[src/rtl/gpio_bank_pkg.sv]
package gpio_bank_pkg;

   localparam int LANE_W    = 8;
   localparam int REG_SEL_W = 3;

   typedef enum logic [REG_SEL_W-1:0] {
      RG_CFG  = 3'd0,
      RG_OE   = 3'd1,
      RG_OUT  = 3'd2,
      RG_IN   = 3'd3,
      RG_STAT = 3'd4,
      RG_IEN  = 3'd5,
      RG_TRIG = 3'd6,
      RG_CLR  = 3'd7
   } gpio_reg_e;

   // one decoded bus write, split into byte lanes
   typedef struct packed {
      logic              en;
      logic              masked;
      gpio_reg_e         sel;
      logic [LANE_W-1:0] lo;
      logic [LANE_W-1:0] mid;
      logic [LANE_W-1:0] hi;
   } gpio_wr_t;

endpackage

[src/rtl/gpio_in_sync.sv]
module gpio_in_sync #(
   parameter int W      = 32,
   parameter int STAGES = 2
) (
   input  logic         clk,
   input  logic         rst,
   input  logic [W-1:0] din,
   output logic [W-1:0] cur,
   output logic [W-1:0] prev
);

   logic [W-1:0] stg [STAGES];

   for (genvar s = 0; s < STAGES; s++) begin : g_stage
      if (s == 0) begin : g_first
         always_ff @(posedge clk) begin
            if (rst) stg[s] <= '0;
            else     stg[s] <= din;
         end
      end else begin : g_next
         always_ff @(posedge clk) begin
            if (rst) stg[s] <= '0;
            else     stg[s] <= stg[s-1];
         end
      end
   end

   // history register used by the edge detectors
   always_ff @(posedge clk) begin
      if (rst) prev <= '0;
      else     prev <= stg[STAGES-1];
   end

   assign cur = stg[STAGES-1];

endmodule

[src/rtl/gpio_port_ctrl.sv]
module gpio_port_ctrl
   import gpio_bank_pkg::*;
#(
   parameter int PINS = 8
) (
   input  logic            clk,
   input  logic            rst,
   input  logic            we,
   input  gpio_wr_t        wr,
   output logic [PINS-1:0] mode,
   output logic [PINS-1:0] lock,
   output logic [PINS-1:0] oe,
   output logic [PINS-1:0] out,
   output logic [PINS-1:0] ien,
   output logic [PINS-1:0] pol,
   output logic [PINS-1:0] edg,
   output logic [PINS-1:0] anyc,
   output logic [PINS-1:0] clr
);

   logic [PINS-1:0] wval;
   logic [PINS-1:0] wmask;
   logic [PINS-1:0] upd;

   assign wval  = wr.lo[PINS-1:0];
   assign wmask = wr.masked ? wr.mid[PINS-1:0] : '1;
   assign upd   = wmask & ~lock;

   function automatic logic [PINS-1:0] merge(input logic [PINS-1:0] old_v,
                                             input logic [PINS-1:0] new_v,
                                             input logic [PINS-1:0] en_v);
      return (old_v & ~en_v) | (new_v & en_v);
   endfunction

   always_ff @(posedge clk) begin
      if (rst) begin
         mode <= '0;
         lock <= '0;
         oe   <= '0;
         out  <= '0;
         ien  <= '0;
         pol  <= '0;
         edg  <= '0;
         anyc <= '0;
      end else if (we) begin
         case (wr.sel)
            RG_CFG: begin
               mode <= merge(mode, wval, upd);
               if (!wr.masked) lock <= lock | wr.mid[PINS-1:0];
            end
            RG_OE:  oe  <= merge(oe, wval, upd);
            RG_OUT: out <= merge(out, wval, upd);
            RG_IEN: ien <= merge(ien, wval, wmask);
            RG_TRIG: begin
               pol <= merge(pol, wval, wmask);
               if (!wr.masked) begin
                  edg  <= wr.mid[PINS-1:0];
                  anyc <= wr.hi[PINS-1:0];
               end
            end
            default: ;
         endcase
      end
   end

   assign clr = (we && wr.sel == RG_CLR) ? (wval & wmask) : '0;

endmodule

[src/rtl/gpio_irq_cell.sv]
module gpio_irq_cell #(
   parameter int PINS = 8
) (
   input  logic            clk,
   input  logic            rst,
   input  logic [PINS-1:0] cur,
   input  logic [PINS-1:0] prev,
   input  logic [PINS-1:0] pol,
   input  logic [PINS-1:0] edg,
   input  logic [PINS-1:0] anyc,
   input  logic [PINS-1:0] clr,
   output logic [PINS-1:0] status
);

   for (genvar i = 0; i < PINS; i++) begin : g_pin
      logic hit;
      logic st_q;

      always_comb begin
         if (anyc[i])     hit = cur[i] ^ prev[i];
         else if (edg[i]) hit = pol[i] ? (cur[i] & ~prev[i]) : (~cur[i] & prev[i]);
         else             hit = (cur[i] == pol[i]);
      end

      // a new event beats a clear landing in the same cycle
      always_ff @(posedge clk) begin
         if (rst) st_q <= 1'b0;
         else     st_q <= hit | (st_q & ~clr[i]);
      end

      assign status[i] = st_q;
   end

endmodule

[src/rtl/gpio_bank_ctrl.sv]
module gpio_bank_ctrl
   import gpio_bank_pkg::*;
#(
   parameter  int PORT_PINS   = 8,
   parameter  int NUM_PORTS   = 4,
   parameter  int SYNC_STAGES = 2,
   localparam int NUM_PINS    = PORT_PINS * NUM_PORTS,
   localparam int PORT_AW     = (NUM_PORTS > 1) ? $clog2(NUM_PORTS) : 1,
   localparam int ADDR_W      = PORT_AW + REG_SEL_W + 1
) (
   input  logic                clk,
   input  logic                rst,
   input  logic                bus_en,
   input  logic                bus_we,
   input  logic [ADDR_W-1:0]   bus_addr,
   input  logic [31:0]         bus_wdata,
   output logic [31:0]         bus_rdata,
   input  logic [NUM_PINS-1:0] pin_in,
   output logic [NUM_PINS-1:0] pin_out,
   output logic [NUM_PINS-1:0] pin_oe,
   output logic [NUM_PINS-1:0] pin_gpio_mode,
   output logic                irq
);

   // elaboration-time parameter checks
   if (PORT_PINS < 1 || PORT_PINS > LANE_W) begin : g_bad_pins
      $error("PORT_PINS must lie in 1..%0d", LANE_W);
   end
   if (NUM_PORTS < 2 || NUM_PORTS != (1 << PORT_AW)) begin : g_bad_ports
      $error("NUM_PORTS must be a power of two of at least 2");
   end
   if (SYNC_STAGES < 2) begin : g_bad_sync
      $error("SYNC_STAGES must be at least 2");
   end

   gpio_wr_t             wr;
   logic [PORT_AW-1:0]   addr_port;
   gpio_reg_e            addr_reg;
   logic [NUM_PORTS-1:0] port_we;

   assign addr_port = bus_addr[PORT_AW-1:0];
   assign addr_reg  = gpio_reg_e'(bus_addr[PORT_AW +: REG_SEL_W]);

   always_comb begin
      wr.en     = bus_en & bus_we;
      wr.masked = bus_addr[ADDR_W-1];
      wr.sel    = addr_reg;
      wr.lo     = bus_wdata[0 +: LANE_W];
      wr.mid    = bus_wdata[LANE_W +: LANE_W];
      wr.hi     = bus_wdata[2*LANE_W +: LANE_W];
   end

   logic unused_wdata;
   assign unused_wdata = ^bus_wdata;

   logic [NUM_PINS-1:0] in_cur, in_prev;

   gpio_in_sync #(
      .W      (NUM_PINS),
      .STAGES (SYNC_STAGES)
   ) u_sync (
      .clk  (clk),
      .rst  (rst),
      .din  (pin_in),
      .cur  (in_cur),
      .prev (in_prev)
   );

   logic [PORT_PINS-1:0] mode_p [NUM_PORTS];
   logic [PORT_PINS-1:0] lock_p [NUM_PORTS];
   logic [PORT_PINS-1:0] oe_p   [NUM_PORTS];
   logic [PORT_PINS-1:0] out_p  [NUM_PORTS];
   logic [PORT_PINS-1:0] ien_p  [NUM_PORTS];
   logic [PORT_PINS-1:0] pol_p  [NUM_PORTS];
   logic [PORT_PINS-1:0] edg_p  [NUM_PORTS];
   logic [PORT_PINS-1:0] any_p  [NUM_PORTS];
   logic [PORT_PINS-1:0] clr_p  [NUM_PORTS];
   logic [PORT_PINS-1:0] stat_p [NUM_PORTS];
   logic [PORT_PINS-1:0] in_p   [NUM_PORTS];

   logic [NUM_PINS-1:0] mode_all, lock_all, oe_all, out_all;
   logic [NUM_PINS-1:0] ien_all, stat_all, clr_all;

   for (genvar g = 0; g < NUM_PORTS; g++) begin : g_port
      assign port_we[g] = wr.en && (addr_port == PORT_AW'(g));

      gpio_port_ctrl #(
         .PINS (PORT_PINS)
      ) u_regs (
         .clk  (clk),
         .rst  (rst),
         .we   (port_we[g]),
         .wr   (wr),
         .mode (mode_p[g]),
         .lock (lock_p[g]),
         .oe   (oe_p[g]),
         .out  (out_p[g]),
         .ien  (ien_p[g]),
         .pol  (pol_p[g]),
         .edg  (edg_p[g]),
         .anyc (any_p[g]),
         .clr  (clr_p[g])
      );

      gpio_irq_cell #(
         .PINS (PORT_PINS)
      ) u_irq (
         .clk    (clk),
         .rst    (rst),
         .cur    (in_cur[g*PORT_PINS +: PORT_PINS]),
         .prev   (in_prev[g*PORT_PINS +: PORT_PINS]),
         .pol    (pol_p[g]),
         .edg    (edg_p[g]),
         .anyc   (any_p[g]),
         .clr    (clr_p[g]),
         .status (stat_p[g])
      );

      assign in_p[g] = in_cur[g*PORT_PINS +: PORT_PINS];
      assign mode_all[g*PORT_PINS +: PORT_PINS] = mode_p[g];
      assign lock_all[g*PORT_PINS +: PORT_PINS] = lock_p[g];
      assign oe_all  [g*PORT_PINS +: PORT_PINS] = oe_p[g];
      assign out_all [g*PORT_PINS +: PORT_PINS] = out_p[g];
      assign ien_all [g*PORT_PINS +: PORT_PINS] = ien_p[g];
      assign stat_all[g*PORT_PINS +: PORT_PINS] = stat_p[g];
      assign clr_all [g*PORT_PINS +: PORT_PINS] = clr_p[g];
   end

   // single-cycle read path
   logic [31:0] rd_word;

   always_comb begin
      rd_word = '0;
      case (addr_reg)
         RG_CFG: begin
            rd_word[0 +: PORT_PINS]      = mode_p[addr_port];
            rd_word[LANE_W +: PORT_PINS] = lock_p[addr_port];
         end
         RG_OE:   rd_word[0 +: PORT_PINS] = oe_p[addr_port];
         RG_OUT:  rd_word[0 +: PORT_PINS] = out_p[addr_port];
         RG_IN:   rd_word[0 +: PORT_PINS] = in_p[addr_port];
         RG_STAT: rd_word[0 +: PORT_PINS] = stat_p[addr_port];
         RG_IEN:  rd_word[0 +: PORT_PINS] = ien_p[addr_port];
         RG_TRIG: begin
            rd_word[0 +: PORT_PINS]        = pol_p[addr_port];
            rd_word[LANE_W +: PORT_PINS]   = edg_p[addr_port];
            rd_word[2*LANE_W +: PORT_PINS] = any_p[addr_port];
         end
         default: rd_word = '0;
      endcase
   end

   assign bus_rdata     = bus_en ? rd_word : '0;
   assign pin_gpio_mode = mode_all;
   assign pin_oe        = oe_all;
   assign pin_out       = out_all;
   assign irq           = |(stat_all & ien_all);

endmodule

[config.mk]
export PLATFORM = sky130hd
export DESIGN_NAME = gpio_bank_ctrl
export DESIGN_NICKNAME = d
export VERILOG_FILES = /design/src/rtl/gpio_bank_pkg.sv /design/src/rtl/gpio_in_sync.sv /design/src/rtl/gpio_port_ctrl.sv /design/src/rtl/gpio_irq_cell.sv /design/src/rtl/gpio_bank_ctrl.sv
export SDC_FILE = /design/constraint.sdc
export NUM_CORES = 1
export LEC_CHECK = 0
export ABC_CLOCK_PERIOD_IN_PS = 3900
export CORE_UTILIZATION = 43
export CTS_BUF_LIST = sky130_fd_sc_hd__clkbuf_8 sky130_fd_sc_hd__clkbuf_16
export DETAILED_ROUTE_END_ITERATION = 8
export DONT_BUFFER_PORTS = 1
export GPL_ROUTABILITY_DRIVEN = 0
export GPL_TIMING_DRIVEN = 0
export HOLD_SLACK_MARGIN = 0.05
export SETUP_SLACK_MARGIN = 0.02
export SYNTH_ARGS = -nofsm -noshare
export SYNTH_HDL_FRONTEND = slang
export SYNTH_SLANG_ARGS = --single-unit
[constraint.sdc]
create_clock -name clk -period 3.9 [get_ports clk]
set_clock_uncertainty 0.1 [all_clocks]
set_input_delay 0.39 -clock clk [delete_from_list [all_inputs] [get_ports clk]]
set_output_delay 0.39 -clock clk [all_outputs]
set_load 0.01 [all_outputs]
==> results.json <==
{
  "p_sw_share_pct": 25.80,
  "placed_cell_area_um2": 19760,
  "wl_mm": 75.54,
  "critPathSlowestCell": "clkbuf_1",
  "tns_ns": 0,
  "area_delta_synth_final_pct": 13.59,
  "synth_area_per_cell_um2": 9.294,
  "fin_ws_ns": 0.4078,
  "syn-cell-area_um2": 19000,
  "nFillCells": 4116,
  "synth_area_leader_cell": "dfxtp_1",
  "vias": 16820,
  "drv_cap": 0,
  "status": "finished clean",
  "synth_area_leaders": "dfxtp_1 40%, mux2i_1 14%, nor2_1 5.1%, mux4_2 4.9%, ha_1 4.2%",
  "clkTransAtPathRegs_ns": 0.06,
  "leakage_nw": 7.377,
  "cts_tree": "yes",
  "p_per_area_nw_per_um2": 412.5,
  "yosysMostFrequentCell": "dfxtp_1",
  "grt_max_degree": 14,
  "crit_type": "primary input to output pin",
  "initialDrtViolationCount": 1962,
  "slew_violations": 0,
  "yosys_warnings": 0,
  "antenna_found_initial": 1,
  "die_w_um": 212.2,
  "htree_levels": 2,
  "clock_path_buffers": 3,
  "p_seq_share_pct": 45.7,
  "combPwrFrac_pct": 8.2,
  "root_buffer": "clkbuf_16",
  "wl_per_cell_um": 27.43,
  "regArea_um2": 7687,
  "boundaryPins": 203,
  "final_nets": 2276,
  "fin_crit_sh_pct": 89.54,
  "drc_errors": 0,
  "cp_cell_sequence": "nand3b_1 -> buf_2 -> nor2_1 -> clkbuf_1 -> and2_1",
  "intPower_mw": 6.605,
  "drive_gt1_share_pct": 9.774,
  "endpoint_kind": "output pin",
  "antenna_cells": 0,
  "insertion_delay_ns": 0.58,
  "cts.sinks": 384,
  "synth_top_cells_by_count": "384 x dfxtp_1, 270 x mux2i_1, 259 x nor2_1",
  "grt_pass1_vias": 15820,
  "start_util_pct": 43.81,
  "cts_buffers": 42,
  "synth_edf_count": 0,
  "drtPass1Iterations": 6,
  "multi_input_area_um2": 10290,
  "seq_area_frac_synth_pct": 40.47,
  "grt_pass1_wl_mm": 107.9,
  "maxSlewHeadroom_pct": 16.24,
  "async_flop_share_pct": 0,
  "hp-class": "primary input to flip-flop",
  "cp_max_fo": 10,
  "fin_area_um2": 21580,
  "cts_resized": 0,
  "die_h_um": 212.2,
  "ys_ff_latch": 384,
  "pre_cts_ws_ns": 0.5976,
  "fin_crit_ns": 3.492,
  "netSwitchingPower_mw": 2.296,
  "hold_violations": 0,
  "io_buffers": 0,
  "grtUsageTotal_pct": 33.32,
  "netlist.area_leader.share_pct": 40.47,
  "peakVddDrop_mv": 0.3135,
  "post_cts_buffers": 0,
  "ant_nets": 0,
  "cpPeakStageDelay_ns": 0.92,
  "ys.flop_type": "dfxtp_1",
  "cts_hold_buffers": 43,
  "r2r_cells": 5,
  "power_frac_clock_pct": 46.1,
  "grt_overflow_total": 0,
  "ys_types": 50,
  "vias_per_cell": 6.106,
  "crit_required_ns": 3.41,
  "postSynthCellCount": 2044,
  "min_path_cells": 3,
  "arrival_ns": 3.00,
  "place_inst": 2636,
  "setup_viol": 0,
  "hpwl_mm": 55.78,
  "worst_pin_slew_ns": 1.254,
  "num_rows": 76,
  "fmax_mhz": 286.4,
  "rsz0062_at_grt": "false",
  "dieArea_um2": 45020,
  "start_kind": "primary input",
  "core_um2": 43360,
  "instances_no_fill": 2754
}
==> final timing paths <==
check / start / end / slack (ns)
setup reg to reg: u_sync.stg[1][21] / g_port[2].u_irq.g_pin[5].st_q / 2.38
hold reg to reg: u_sync.stg[0][17] / u_sync.stg[1][17] / 0.33
hold / removal: bus_wdata[1] / g_port[0].u_irq.g_pin[1].st_q / 0.1
setup / recovery: bus_addr[2] / bus_rdata[22] / 0.41
==> metrics by stage <==
step / utilization [%] / power, mW / hold slack [ns]
3_3_place_gp: 45.56 / 4.807 / 0.3211
6_report: 49.77 / 8.902 / 0.09779
3_5_place_dp: 45.56 / 4.818 / 0.3235
4_1_cts: 49.77 / 8.879 / 0.05017
5_1_grt: 49.77 / 9.127 / 0.1074
2_1_floorplan: - / 4.540 / 0.3138
==> power groups by stage <==
stage | clock [mW] | sequential, mW | combinational [mW]
after floorplan | 0 | 4.11 | 0.425
after global placement | 0 | 4.15 | 0.657
after detailed placement | 0 | 4.15 | 0.666
after CTS | 4.11 | 4.06 | 0.706
after global routing | 4.29 | 4.07 | 0.761
final | 4.10 | 4.07 | 0.731
==> area by class of cell <==
class                   instances  area share [%]
repair buffers                 43           1.995
flip-flops and latches        384           35.62
inverters                      65           1.131
plain buffers                 177           3.728
clock buffers                  53           5.624
clock inverters                22          0.8349
multi-input cells            1425           47.67
well taps                     585           3.392
==> cell usage in the layout, fill, tap and decap left out, types with 47 or more instances in the layout <==
| master | instances |
|---|---|
| dfxtp_1 | 384 |
| nand2b_1 | 47 |
| nor2_1 | 259 |
| nor2b_1 | 72 |
| nor4_1 | 60 |
| inv_1 | 71 |
| nor3_1 | 65 |
| mux2i_1 | 270 |
| a21oi_1 | 96 |
| clkbuf_1 | 107 |
| ha_1 | 64 |
| nand2_1 | 129 |
==> critical path: cells and delay by family <==
| kind | cells | cell delay (ns) |
|---|---|---|
| buf+inv | 2 | 1.27 |
| simple gates | 3 | 1.32 |
==> kinds of logic after synthesis <==
kind of cell | synth area share [%]
flops | 40.47
buf+inv | 5.519
simple gates | 20.21
compound gates | 10.43
other cells | 0.01974
mux | 19.15
fa+ha+maj | 4.215
==> per-layer routing <==
layer | vias to the layer above | wire, µm | global-route usage, %
met2 | 1066 | 33270 | 51.48
met1 | 8097 | 30170 | 43.55
li1 | 7425 | - | -
met5 | - | 0 | 0
met3 | 227 | 8638 | 8.168
met4 | 0 | 3460 | 15.72
(Power assumes the default switching activity.)
